--- src/rtl/spi_play_pkg.sv ---
package spi_play_pkg;

   localparam int unsigned FRAME_BYTES = 7;
   localparam int unsigned FRAME_BITS  = FRAME_BYTES * 8;
   localparam logic [7:0]  OPCODE_PLAY = 8'h80;

   // status word positions owned by this block
   localparam int unsigned READY_POS = 0;
   localparam int unsigned PLAY_POS  = 1;

   typedef enum logic [1:0] {
      EV_NONE  = 2'd0,
      EV_START = 2'd1,
      EV_QUEUE = 2'd2,
      EV_ERROR = 2'd3
   } play_ev_e;

endpackage

--- src/rtl/spi_play_sync.sv ---
module spi_play_sync #(
   parameter int unsigned WIDTH       = 3,
   parameter int unsigned STAGES      = 2,
   parameter logic [WIDTH-1:0] RST_VAL = '0
) (
   input  logic             clk,
   input  logic             rst_n,
   input  logic [WIDTH-1:0] d_async,
   output logic [WIDTH-1:0] q_sync
);

   logic [WIDTH-1:0] chain [STAGES];

   generate
      if (STAGES < 2) begin : g_bad
         $error("spi_play_sync: STAGES must be at least 2");
      end
      for (genvar s = 0; s < STAGES; s++) begin : g_stage
         always_ff @(posedge clk or negedge rst_n) begin
            if (!rst_n)
               chain[s] <= RST_VAL;
            else if (s == 0)
               chain[s] <= d_async;
            else
               chain[s] <= chain[(s == 0) ? 0 : s - 1];
         end
      end
   endgenerate

   assign q_sync = chain[STAGES-1];

endmodule

--- src/rtl/spi_play_frame_rx.sv ---
module spi_play_frame_rx
   import spi_play_pkg::*;
#(
   parameter int unsigned ADDR_W = 11
) (
   input  logic              clk,
   input  logic              rst_n,
   input  logic              sck_rise,
   input  logic              sel_fall,
   input  logic              sel_rise,
   input  logic              mosi_bit,
   output logic              cmd_ok,
   output logic              cmd_bad,
   output logic [ADDR_W-1:0] cmd_start,
   output logic [ADDR_W-1:0] cmd_end
);

   localparam int unsigned HI_W  = ADDR_W - 8;
   localparam int unsigned CNT_W = $clog2(FRAME_BITS + 2);
   localparam logic [CNT_W-1:0] CNT_FULL = CNT_W'(FRAME_BITS);
   localparam logic [CNT_W-1:0] CNT_OVER = CNT_W'(FRAME_BITS + 1);

   logic [FRAME_BITS-1:0] shreg;
   logic [CNT_W-1:0]      bit_cnt;
   logic [7:0]            byte_v [FRAME_BYTES];
   logic                  frame_good;

   // first bit received ends in bit 0 after a full frame
   always_ff @(posedge clk or negedge rst_n) begin
      if (!rst_n) begin
         shreg   <= '0;
         bit_cnt <= '0;
      end else if (sel_fall) begin
         bit_cnt <= '0;
      end else if (sck_rise) begin
         shreg <= {mosi_bit, shreg[FRAME_BITS-1:1]};
         if (bit_cnt != CNT_OVER)
            bit_cnt <= bit_cnt + 1'b1;
      end
   end

   generate
      for (genvar b = 0; b < FRAME_BYTES; b++) begin : g_byte
         assign byte_v[b] = shreg[8*b +: 8];
      end
   endgenerate

   always_comb begin
      frame_good = (bit_cnt == CNT_FULL)
                 && (byte_v[0] == OPCODE_PLAY)
                 && (byte_v[1] == 8'h00)
                 && ((byte_v[3] >> HI_W) == 8'h00)
                 && ((byte_v[5] >> HI_W) == 8'h00)
                 && (byte_v[6] == 8'h00);
   end

   always_ff @(posedge clk or negedge rst_n) begin
      if (!rst_n) begin
         cmd_ok    <= 1'b0;
         cmd_bad   <= 1'b0;
         cmd_start <= '0;
         cmd_end   <= '0;
      end else begin
         cmd_ok  <= sel_rise && frame_good;
         cmd_bad <= sel_rise && !frame_good;
         if (sel_rise && frame_good) begin
            cmd_start <= {byte_v[3][HI_W-1:0], byte_v[2]};
            cmd_end   <= {byte_v[5][HI_W-1:0], byte_v[4]};
         end
      end
   end

endmodule

--- src/rtl/spi_play_status_tx.sv ---
module spi_play_status_tx #(
   parameter int unsigned WORD_W = 16
) (
   input  logic              clk,
   input  logic              rst_n,
   input  logic              sel_active,
   input  logic              sel_fall,
   input  logic              sck_fall,
   input  logic [WORD_W-1:0] word_in,
   output logic              miso
);

   localparam int unsigned NBYTES = WORD_W / 8;
   localparam int unsigned IDX_W  = (NBYTES > 1) ? $clog2(NBYTES) : 1;

   logic [WORD_W-1:0] snap;
   logic [7:0]        txb;
   logic [2:0]        bit_idx;
   logic [IDX_W-1:0]  next_byte;
   logic [IDX_W-1:0]  after_next;

   generate
      if (WORD_W % 8 != 0 || WORD_W < 8) begin : g_bad
         $error("spi_play_status_tx: WORD_W must be a multiple of 8");
      end
   endgenerate

   always_comb begin
      if (32'(next_byte) == NBYTES - 1)
         after_next = '0;
      else
         after_next = next_byte + 1'b1;
   end

   always_ff @(posedge clk or negedge rst_n) begin
      if (!rst_n) begin
         snap      <= '0;
         txb       <= '0;
         bit_idx   <= '0;
         next_byte <= '0;
      end else if (sel_fall) begin
         snap      <= word_in;
         txb       <= word_in[7:0];
         bit_idx   <= '0;
         next_byte <= (NBYTES > 1) ? IDX_W'(1) : '0;
      end else if (sel_active && sck_fall) begin
         if (bit_idx == 3'd7) begin
            txb       <= snap[8*next_byte +: 8];
            next_byte <= after_next;
            bit_idx   <= '0;
         end else begin
            txb     <= {1'b0, txb[7:1]};
            bit_idx <= bit_idx + 1'b1;
         end
      end
   end

   assign miso = sel_active & txb[0];

endmodule

--- src/rtl/spi_play_ctrl.sv ---
module spi_play_ctrl (
   input  logic clk,
   input  logic rst_n,
   input  logic cmd_ok,
   input  logic play_done,
   output logic start_req,
   output logic preload_req,
   output logic play_busy,
   output logic irq
);

   logic pending;
   logic play_n, pend_n, start_n, queue_n, irq_n;

   always_comb begin
      play_n  = play_busy;
      pend_n  = pending;
      start_n = 1'b0;
      queue_n = 1'b0;
      irq_n   = 1'b0;
      if (play_done && play_busy) begin
         irq_n = 1'b1;
         if (pending) pend_n = 1'b0;
         else         play_n = 1'b0;
      end
      if (cmd_ok) begin
         if (play_n) begin
            queue_n = 1'b1;
            pend_n  = 1'b1;
         end else begin
            start_n = 1'b1;
            play_n  = 1'b1;
         end
      end
   end

   always_ff @(posedge clk or negedge rst_n) begin
      if (!rst_n) begin
         play_busy   <= 1'b0;
         pending     <= 1'b0;
         start_req   <= 1'b0;
         preload_req <= 1'b0;
         irq         <= 1'b0;
      end else begin
         play_busy   <= play_n;
         pending     <= pend_n;
         start_req   <= start_n;
         preload_req <= queue_n;
         irq         <= irq_n;
      end
   end

endmodule

--- src/rtl/spi_play_cmd_decoder.sv ---
module spi_play_cmd_decoder
   import spi_play_pkg::*;
#(
   parameter int unsigned ADDR_W      = 11,
   parameter int unsigned SYNC_STAGES = 2
) (
   input  logic              clk,
   input  logic              rst_n,
   input  logic              spi_sck,
   input  logic              spi_cs_n,
   input  logic              spi_mosi,
   output logic              spi_miso,
   input  logic [15:0]       status_ext,
   input  logic              play_done,
   output logic [ADDR_W-1:0] start_addr,
   output logic [ADDR_W-1:0] end_addr,
   output logic              start_req,
   output logic              preload_req,
   output logic              frame_err,
   output logic              play_busy,
   output logic              ready,
   output logic              irq
);

   localparam int unsigned STATUS_W = 16;

   generate
      if (ADDR_W < 9 || ADDR_W > 16) begin : g_bad_addr
         $error("spi_play_cmd_decoder: ADDR_W must lie in 9..16");
      end
   endgenerate

   logic [2:0] pins_s;
   logic       sck_s, sel_n_s, mosi_s;
   logic       sck_q, sel_n_q;
   logic       sck_rise, sck_fall, sel_fall, sel_rise;
   logic       cmd_ok;
   logic [STATUS_W-1:0] word_now;

   spi_play_sync #(
      .WIDTH   (3),
      .STAGES  (SYNC_STAGES),
      .RST_VAL (3'b010)
   ) u_sync (
      .clk     (clk),
      .rst_n   (rst_n),
      .d_async ({spi_mosi, spi_cs_n, spi_sck}),
      .q_sync  (pins_s)
   );

   assign sck_s   = pins_s[0];
   assign sel_n_s = pins_s[1];
   assign mosi_s  = pins_s[2];

   always_ff @(posedge clk or negedge rst_n) begin
      if (!rst_n) begin
         sck_q   <= 1'b0;
         sel_n_q <= 1'b1;
      end else begin
         sck_q   <= sck_s;
         sel_n_q <= sel_n_s;
      end
   end

   assign sck_rise = !sel_n_s &&  sck_s && !sck_q;
   assign sck_fall = !sel_n_s && !sck_s &&  sck_q;
   assign sel_fall = !sel_n_s &&  sel_n_q;
   assign sel_rise =  sel_n_s && !sel_n_q;

   spi_play_frame_rx #(
      .ADDR_W (ADDR_W)
   ) u_rx (
      .clk       (clk),
      .rst_n     (rst_n),
      .sck_rise  (sck_rise),
      .sel_fall  (sel_fall),
      .sel_rise  (sel_rise),
      .mosi_bit  (mosi_s),
      .cmd_ok    (cmd_ok),
      .cmd_bad   (frame_err),
      .cmd_start (start_addr),
      .cmd_end   (end_addr)
   );

   always_comb begin
      word_now            = status_ext;
      word_now[READY_POS] = ready;
      word_now[PLAY_POS]  = play_busy;
   end

   spi_play_status_tx #(
      .WORD_W (STATUS_W)
   ) u_tx (
      .clk        (clk),
      .rst_n      (rst_n),
      .sel_active (!sel_n_s),
      .sel_fall   (sel_fall),
      .sck_fall   (sck_fall),
      .word_in    (word_now),
      .miso       (spi_miso)
   );

   spi_play_ctrl u_ctrl (
      .clk         (clk),
      .rst_n       (rst_n),
      .cmd_ok      (cmd_ok),
      .play_done   (play_done),
      .start_req   (start_req),
      .preload_req (preload_req),
      .play_busy   (play_busy),
      .irq         (irq)
   );

   assign ready = !play_busy;

endmodule

--- config.mk ---
export PLATFORM = sky130hd
export DESIGN_NAME = spi_play_cmd_decoder
export DESIGN_NICKNAME = d
export VERILOG_FILES = /design/src/rtl/spi_play_pkg.sv /design/src/rtl/spi_play_sync.sv /design/src/rtl/spi_play_frame_rx.sv /design/src/rtl/spi_play_status_tx.sv /design/src/rtl/spi_play_ctrl.sv /design/src/rtl/spi_play_cmd_decoder.sv
export SDC_FILE = /design/constraint.sdc
export NUM_CORES = 1
export LEC_CHECK = 0
export BUFFER_PORTS_ARGS = -buffer_cell sky130_fd_sc_hd__buf_2
export CORE_MARGIN = 5
export CORE_UTILIZATION = 58
export CTS_CLUSTER_SIZE = 24
export DETAILED_ROUTE_END_ITERATION = 8
export GPL_ROUTABILITY_DRIVEN = 0
export GPL_TIMING_DRIVEN = 0
export HOLD_SLACK_MARGIN = 0.12
export PLACE_DENSITY = 0.75
export SLEW_MARGIN = 20
export SYNTH_ARGS = -nofsm -noshare
export SYNTH_HDL_FRONTEND = slang
export SYNTH_HIERARCHICAL = 1
export SYNTH_SLANG_ARGS = --single-unit
--- constraint.sdc ---
create_clock -name clk -period 3.3 [get_ports clk]
set_clock_uncertainty 0.2 [all_clocks]
set_input_delay 0.66 -clock clk [delete_from_list [all_inputs] [get_ports clk]]
set_output_delay 0.66 -clock clk [all_outputs]
set_load 0.02 [all_outputs]
# Yosys cells after proc, flatten, opt, wreduce, memory -nomap -nowiden
# Cells that the tools add are included.
[word_totals] in_bits=22 register_bits=127 elab_cells=85 out_inout_bits=29
[op_classes] shifts=1 eq_ne=4 reduce_logical=32 mux=24 bitwise=2 add_sub_neg=3
[ops] operator="$logic_not 8->1" count=4
[ops] operator="$mux 8" count=3
[ops] operator="$mux 6" count=3
[ops] operator="$shiftx 16x5->8" count=1
[ops] operator="$logic_and 1x1->1" count=15
[ops] operator="$mux 1" count=15
[ops] operator="$mux 3" count=3
[ops] operator="$eq 8x8->1 const B" count=1
[ops] operator="$reduce_bool 2->1" count=4
[ops] operator="$add 6x1->6 const B" count=1
[ops] operator="$eq 6x6->1 const B" count=1
[ops] operator="$logic_not 1->1" count=6
[ops] operator="$ne 6x6->1 const B" count=1
[ops] operator="$reduce_and 2->1" count=3
[ops] operator="$add 3x1->3 const B" count=1
[ops] operator="$eq 3x3->1 const B" count=1
[ops] operator="$add 1x1->1 const B" count=1
[ops] operator="$and 1x1->1" count=1
[ops] operator="$not 1->1" count=1

# Logic depth before layout (Yosys ltp)
[logic_depth] word_depth=8 mapped_depth=7 mapped_depth_nobuf=6

# Hierarchy
# Netlist, hierarchy kept.
[by_module_without_submodules] mod="spi_play_frame_rx" area_each_um2=3375.7 n_inst=1 seq_area_each_um2=2152.1 cells_per_inst=215
[by_module_without_submodules] mod="spi_play_status_tx" area_each_um2=1341.3 n_inst=1 seq_area_each_um2=700.7 cells_per_inst=119
[by_module_without_submodules] mod="spi_play_ctrl" area_each_um2=178.9 n_inst=1 seq_area_each_um2=125.1 cells_per_inst=15
[by_module_without_submodules] mod="spi_play_sync" area_each_um2=175.2 n_inst=1 seq_area_each_um2=152.6 cells_per_inst=9
[by_module_without_submodules] mod="spi_play_cmd_decoder" area_each_um2=86.3 n_inst=1 seq_area_each_um2=51.3 cells_per_inst=8

# Worst setup path before layout
# OpenSTA, ideal clock, no wires.
[synth_timing] path_type="flip-flop to flip-flop" from="register u_rx.shreg[30]" to="register u_rx.cmd_end[0]" stages_incl_launch_ff=6 required_ps=2973 setup_time_ps=127 path_slack_ps=652 arrival_time_ps=2321 synth_period_minus_slack_ps=2648 n_path_buf=1 path_cell_list="dfrtp_1 or4_1 or4_4 nor4_4 buf_6 mux2_1"
[synth_between] elab_chain_len=5
[synth_lines] item="from (decl)" line_no="spi_play_frame_rx.sv:23" rtl="logic [FRAME_BITS-1:0] shreg;"
[synth_lines] item="from (signal assigned)" line_no="spi_play_frame_rx.sv:36" rtl="shreg <= {mosi_bit, shreg[FRAME_BITS-1:1]};"
[synth_lines] item="$logic_not 8->1" line_no="spi_play_frame_rx.sv:52" rtl="&& ((byte_v[3] >> HI_W) == 8'h00)"
[synth_lines] item="$logic_and 1x1->1" line_no="spi_play_frame_rx.sv:52"
[synth_lines] item="$logic_and 1x1->1" line_no="spi_play_frame_rx.sv:53" rtl="&& ((byte_v[5] >> HI_W) == 8'h00)"
[synth_lines] item="$logic_and 1x1->1" line_no="spi_play_frame_rx.sv:54" rtl="&& (byte_v[6] == 8'h00);"
[synth_lines] item="$logic_and 1x1->1" line_no="spi_play_frame_rx.sv:66" rtl="if (sel_rise && frame_good) begin"
[synth_lines] item="to (signal assigned)" line_no="spi_play_frame_rx.sv:68" rtl="cmd_end <= {byte_v[5][HI_W-1:0], byte_v[4]};"
[synth_lines] item="to (decl)" line_no="spi_play_frame_rx.sv:15" rtl="output logic [ADDR_W-1:0] cmd_end"
# Every way passes these cells.
# A chain may end at the register's enable or synchronous reset.

# Final worst setup path
[layout_timing] from="register u_rx.shreg[30]" to="register u_rx.cmd_start[8]"
[layout_between] elab_chain_len=5
[layout_lines] item="$logic_not 8->1" line_no="spi_play_frame_rx.sv:52"
[layout_lines] item="$logic_and 1x1->1" line_no="spi_play_frame_rx.sv:52"
[layout_lines] item="$logic_and 1x1->1" line_no="spi_play_frame_rx.sv:53"
[layout_lines] item="$logic_and 1x1->1" line_no="spi_play_frame_rx.sv:54"
[layout_lines] item="$logic_and 1x1->1" line_no="spi_play_frame_rx.sv:66"
[layout_lines] item="to (signal assigned)" line_no="spi_play_frame_rx.sv:67" rtl="cmd_start <= {byte_v[3][HI_W-1:0], byte_v[2]};"
[layout_lines] item="to (decl)" line_no="spi_play_frame_rx.sv:14" rtl="output logic [ADDR_W-1:0] cmd_start,"
# Every way passes these cells.

==> flow_summary.toml <==
[outcome]
outcome = "complete, no violations"

[placement]
placed_area_mm2 = 0.005567
io_buffers = 48
dp_hpwl_mm = 5.859

[pwr]
finalPower_uw = 3901
ir_drop_uv = 426.7
power_leakage_uw = 0.003216
p_per_area_mw_per_mm2 = 625.2

[worst_setup_path]
critPathSlowestCell = "or4_4"
crit_chain = "or4_1, or4_4, nor4_4, buf_6, mux2_1"
cp.required_ns = 3.48
start_kind = "flop"
criticalPathCategory = "flop to flop"
cp_top_family = "simple AND/OR/NAND/NOR gates"
cp_num_buf_inv = 1
worstPathMaxFanout = 10
arrival_ns = 3.13
cp-end-kind = "flop"
slowest_delay_ns = 0.58

[timing]
final.min_clock_period_ns = 2.950
finalSetupTns_ns = 0
fin_crit_sh = 0.8939
slew_violations = 0
setup_violations = 0
rsz0062_at_grt = "no"
max_slew_margin = 0.6036
timing.hold.ws_ns = 0.1474
hold_viol = 0
worst_pin_slew_ns = 0.5946
max_freq_mhz = 339.0

[cts]
htreeDepth = 4
tritoncts = "done"
path_clk_slew_ns = 0.06
clk_latency_ns = 0.49
cts_resized = 0
cts.sinks = 127
cts-buffers-inserted = 17
cts_root_buf = "clkbuf_8"
clock_tree.buffer_depth = 2

[floorplan]
initial_core_util = 0.5943
ios = 51
std_cell_rows = 34
die_w_um = 104.3
die_area_mm2 = 0.01088
chipHeight_um = 104.3
core_area_mm2 = 0.008678

[logic_synthesis]
synthSimpleGateAreaFrac = 0.06720
synth_flop_cell = "dfrtp_1"
synth.net_count = 394
syn_area_per_cell_um2 = 14.09
synthesis.area_mm2 = 0.005157
synth_top_family_by_area = "multiplexers"
ys_async_sr_fraction = 1.000
synth_compound_area_frac = 0.04658
synthCells = 366
synth_xor_area_frac = 0.008491
ys_ff_latch = 127
synthAdderAreaFrac = 0.01456
ys_types = 42
ys_warn_count = 6
yosysSeqAreaShare = 0.6169
muxShareOfSynthArea = 0.2120
synth_edf_count = 0

[layout]
final_cell_mix = "dfrtp_1 (124), mux2_2 (67), buf_2 (53)"
drive_above_1_share = 0.3902
nNetsFinal = 466
num-fill-cells = 597
fin_area_mm2 = 0.006240
layout.cells.most_common = "dfrtp_1"
syn_to_final_growth_pct = 20.98
utilization = 0.7190
antenna_cells = 0

[route]
maxUsedRoutingLayer = "met4"
met3WireLength_um = 411
drt-pass1-iter-count = 4
route.detailed.drc = 0
num_vias = 3069
wirelength_met1_mm = 4.040
route.met2.wl_mm = 4.597
drtIter0Drc = 125
post_drt_wl_per_cell_um = 16.34
avgViaCountPerCell = 5.490
ant_nets = 0
finalWirelength_mm = 9.132

[global_routing]
grt_max_degree = 84
grt_pass1_wl_mm = 15.90
grt_pass1_vias = 3275
grt_overflow = 0
globalRouteTotalUtil = 0.1788
antenna_found_initial = 0

[job]
cap_violations = 0

[worst_hold_path]
hold_class = "flop to flop"
[metrics by stage]
step                instances  setup slack (ns)
floorplan                 366            0.6516
global placement          522           -0.1948
detailed placement        523            0.3403
CTS                       559            0.3310
global route              559            0.2564
finish                    559            0.3500
[logic make-up (layout without fill, tap and decap cells)]
logic type | Yosys count | after routing
xor+xnor | 5 | 5
buf+inv | 36 | 121
fa+ha+maj | 6 | 6
simple gates | 62 | 62
mux | 95 | 95
compound gates | 35 | 35
flops | 127 | 127
[Yosys cell counts (2+ instances only)]
| master | instances | area share |
|---|---|---|
| and2_1 | 4 | 0.0049 |
| buf_4 | 3 | 0.0044 |
| mux2_2 | 67 | 0.15 |
| or3_1 | 3 | 0.0036 |
| nor2b_1 | 2 | 0.0024 |
| xor2_1 | 4 | 0.0068 |
| nor4b_1 | 2 | 0.0034 |
| dfrtp_1 | 124 | 0.60 |
| ha_1 | 6 | 0.015 |
| nand2_1 | 17 | 0.012 |
| mux2i_1 | 2 | 0.0039 |
| mux2_1 | 19 | 0.041 |
| buf_2 | 6 | 0.0058 |
| o31ai_1 | 7 | 0.010 |
| nor4_1 | 4 | 0.0049 |
| inv_1 | 17 | 0.012 |
| nand3_1 | 2 | 0.0019 |
| nor2_1 | 14 | 0.010 |
| o21ai_0 | 11 | 0.011 |
| nand4_1 | 2 | 0.0024 |
| buf_6 | 3 | 0.0065 |
| or4_1 | 2 | 0.0029 |
| a221oi_1 | 6 | 0.010 |
| clkbuf_1 | 7 | 0.0051 |
| mux2_4 | 7 | 0.020 |
| a21oi_1 | 5 | 0.0049 |
| nand2b_1 | 2 | 0.0024 |
| dfstp_2 | 3 | 0.015 |
| nor3b_1 | 2 | 0.0029 |
[per-layer routing]
layer / vias up / track usage
met4: 0 / 0.05273
met3: 11 / 0.05338
met2: 76 / 0.2923
met5: - / 0
met1: 1537 / 0.2311
li1: 1445 / -
[what timing repair did]
action	CTS	global route
buffers inserted	0	0
hold buffers	4	0
endpoints found under the hold margin	47	0
[area by class of cell]
type                            instances  area (um2)  area share
Timing Repair Buffer                   53       314.1     0.05033
Tap cell                              108       135.1     0.02166
Clock buffer                           18       427.9     0.06858
Sequential cell                       127        3182      0.5099
Inverter                               17       63.81     0.01023
Buffer                                 19       112.6     0.01805
Multi-Input combinational cell        203        1799      0.2884
Clock inverter                         14       205.2     0.03289
[sequential cells by signal (all words and copies together) (netlist names), 3 cells and up]
signal and cells:
u_rx/shreg 56, u_rx/bit_cnt 6, u_rx/cmd_end 11, u_tx/txb 8, u_rx/cmd_start 11, u_tx/bit_idx 3, u_sync/chain 3, u_sync/q_sync 3
u_tx/snap 16
[final timing paths]
| kind | start | to | slack (ns) | cells past startpoint |
|---|---|---|---|---|
| max | u_rx/shreg[30]$_DFFE_PN0P_ | u_rx/cmd_start[8]$_DFFE_PN0P_ | 0.35 | 5 |
| min | u_sync/chain[5]$_DFF_PN0_ | u_sync/q_sync[2]$_DFF_PN0_ | 0.15 | 0 |
| max reg2reg | u_rx/shreg[30]$_DFFE_PN0P_ | u_rx/cmd_start[8]$_DFFE_PN0P_ | 0.35 | 5 |
| min reg2reg | u_sync/chain[5]$_DFF_PN0_ | u_sync/q_sync[2]$_DFF_PN0_ | 0.15 | 0 |
| max in group asynchronous | rst_n | sel_n_q$_DFF_PN1_ | 1.70 | 3 |
| min in group asynchronous | rst_n | u_tx/snap[6]$_DFFE_PN0P_ | 0.46 | 2 |
[power breakdown]
group	switching (uW)	leakage, uW	internal [uW]	total (uW)
sequential	57.3	0.00169	1650	1700
combinational	120	0.00122	122	242
clock	694	0.000303	1260	1960
total	872	0.00322	3030	3900
Note: power is estimated with default switching activity, not from simulation.
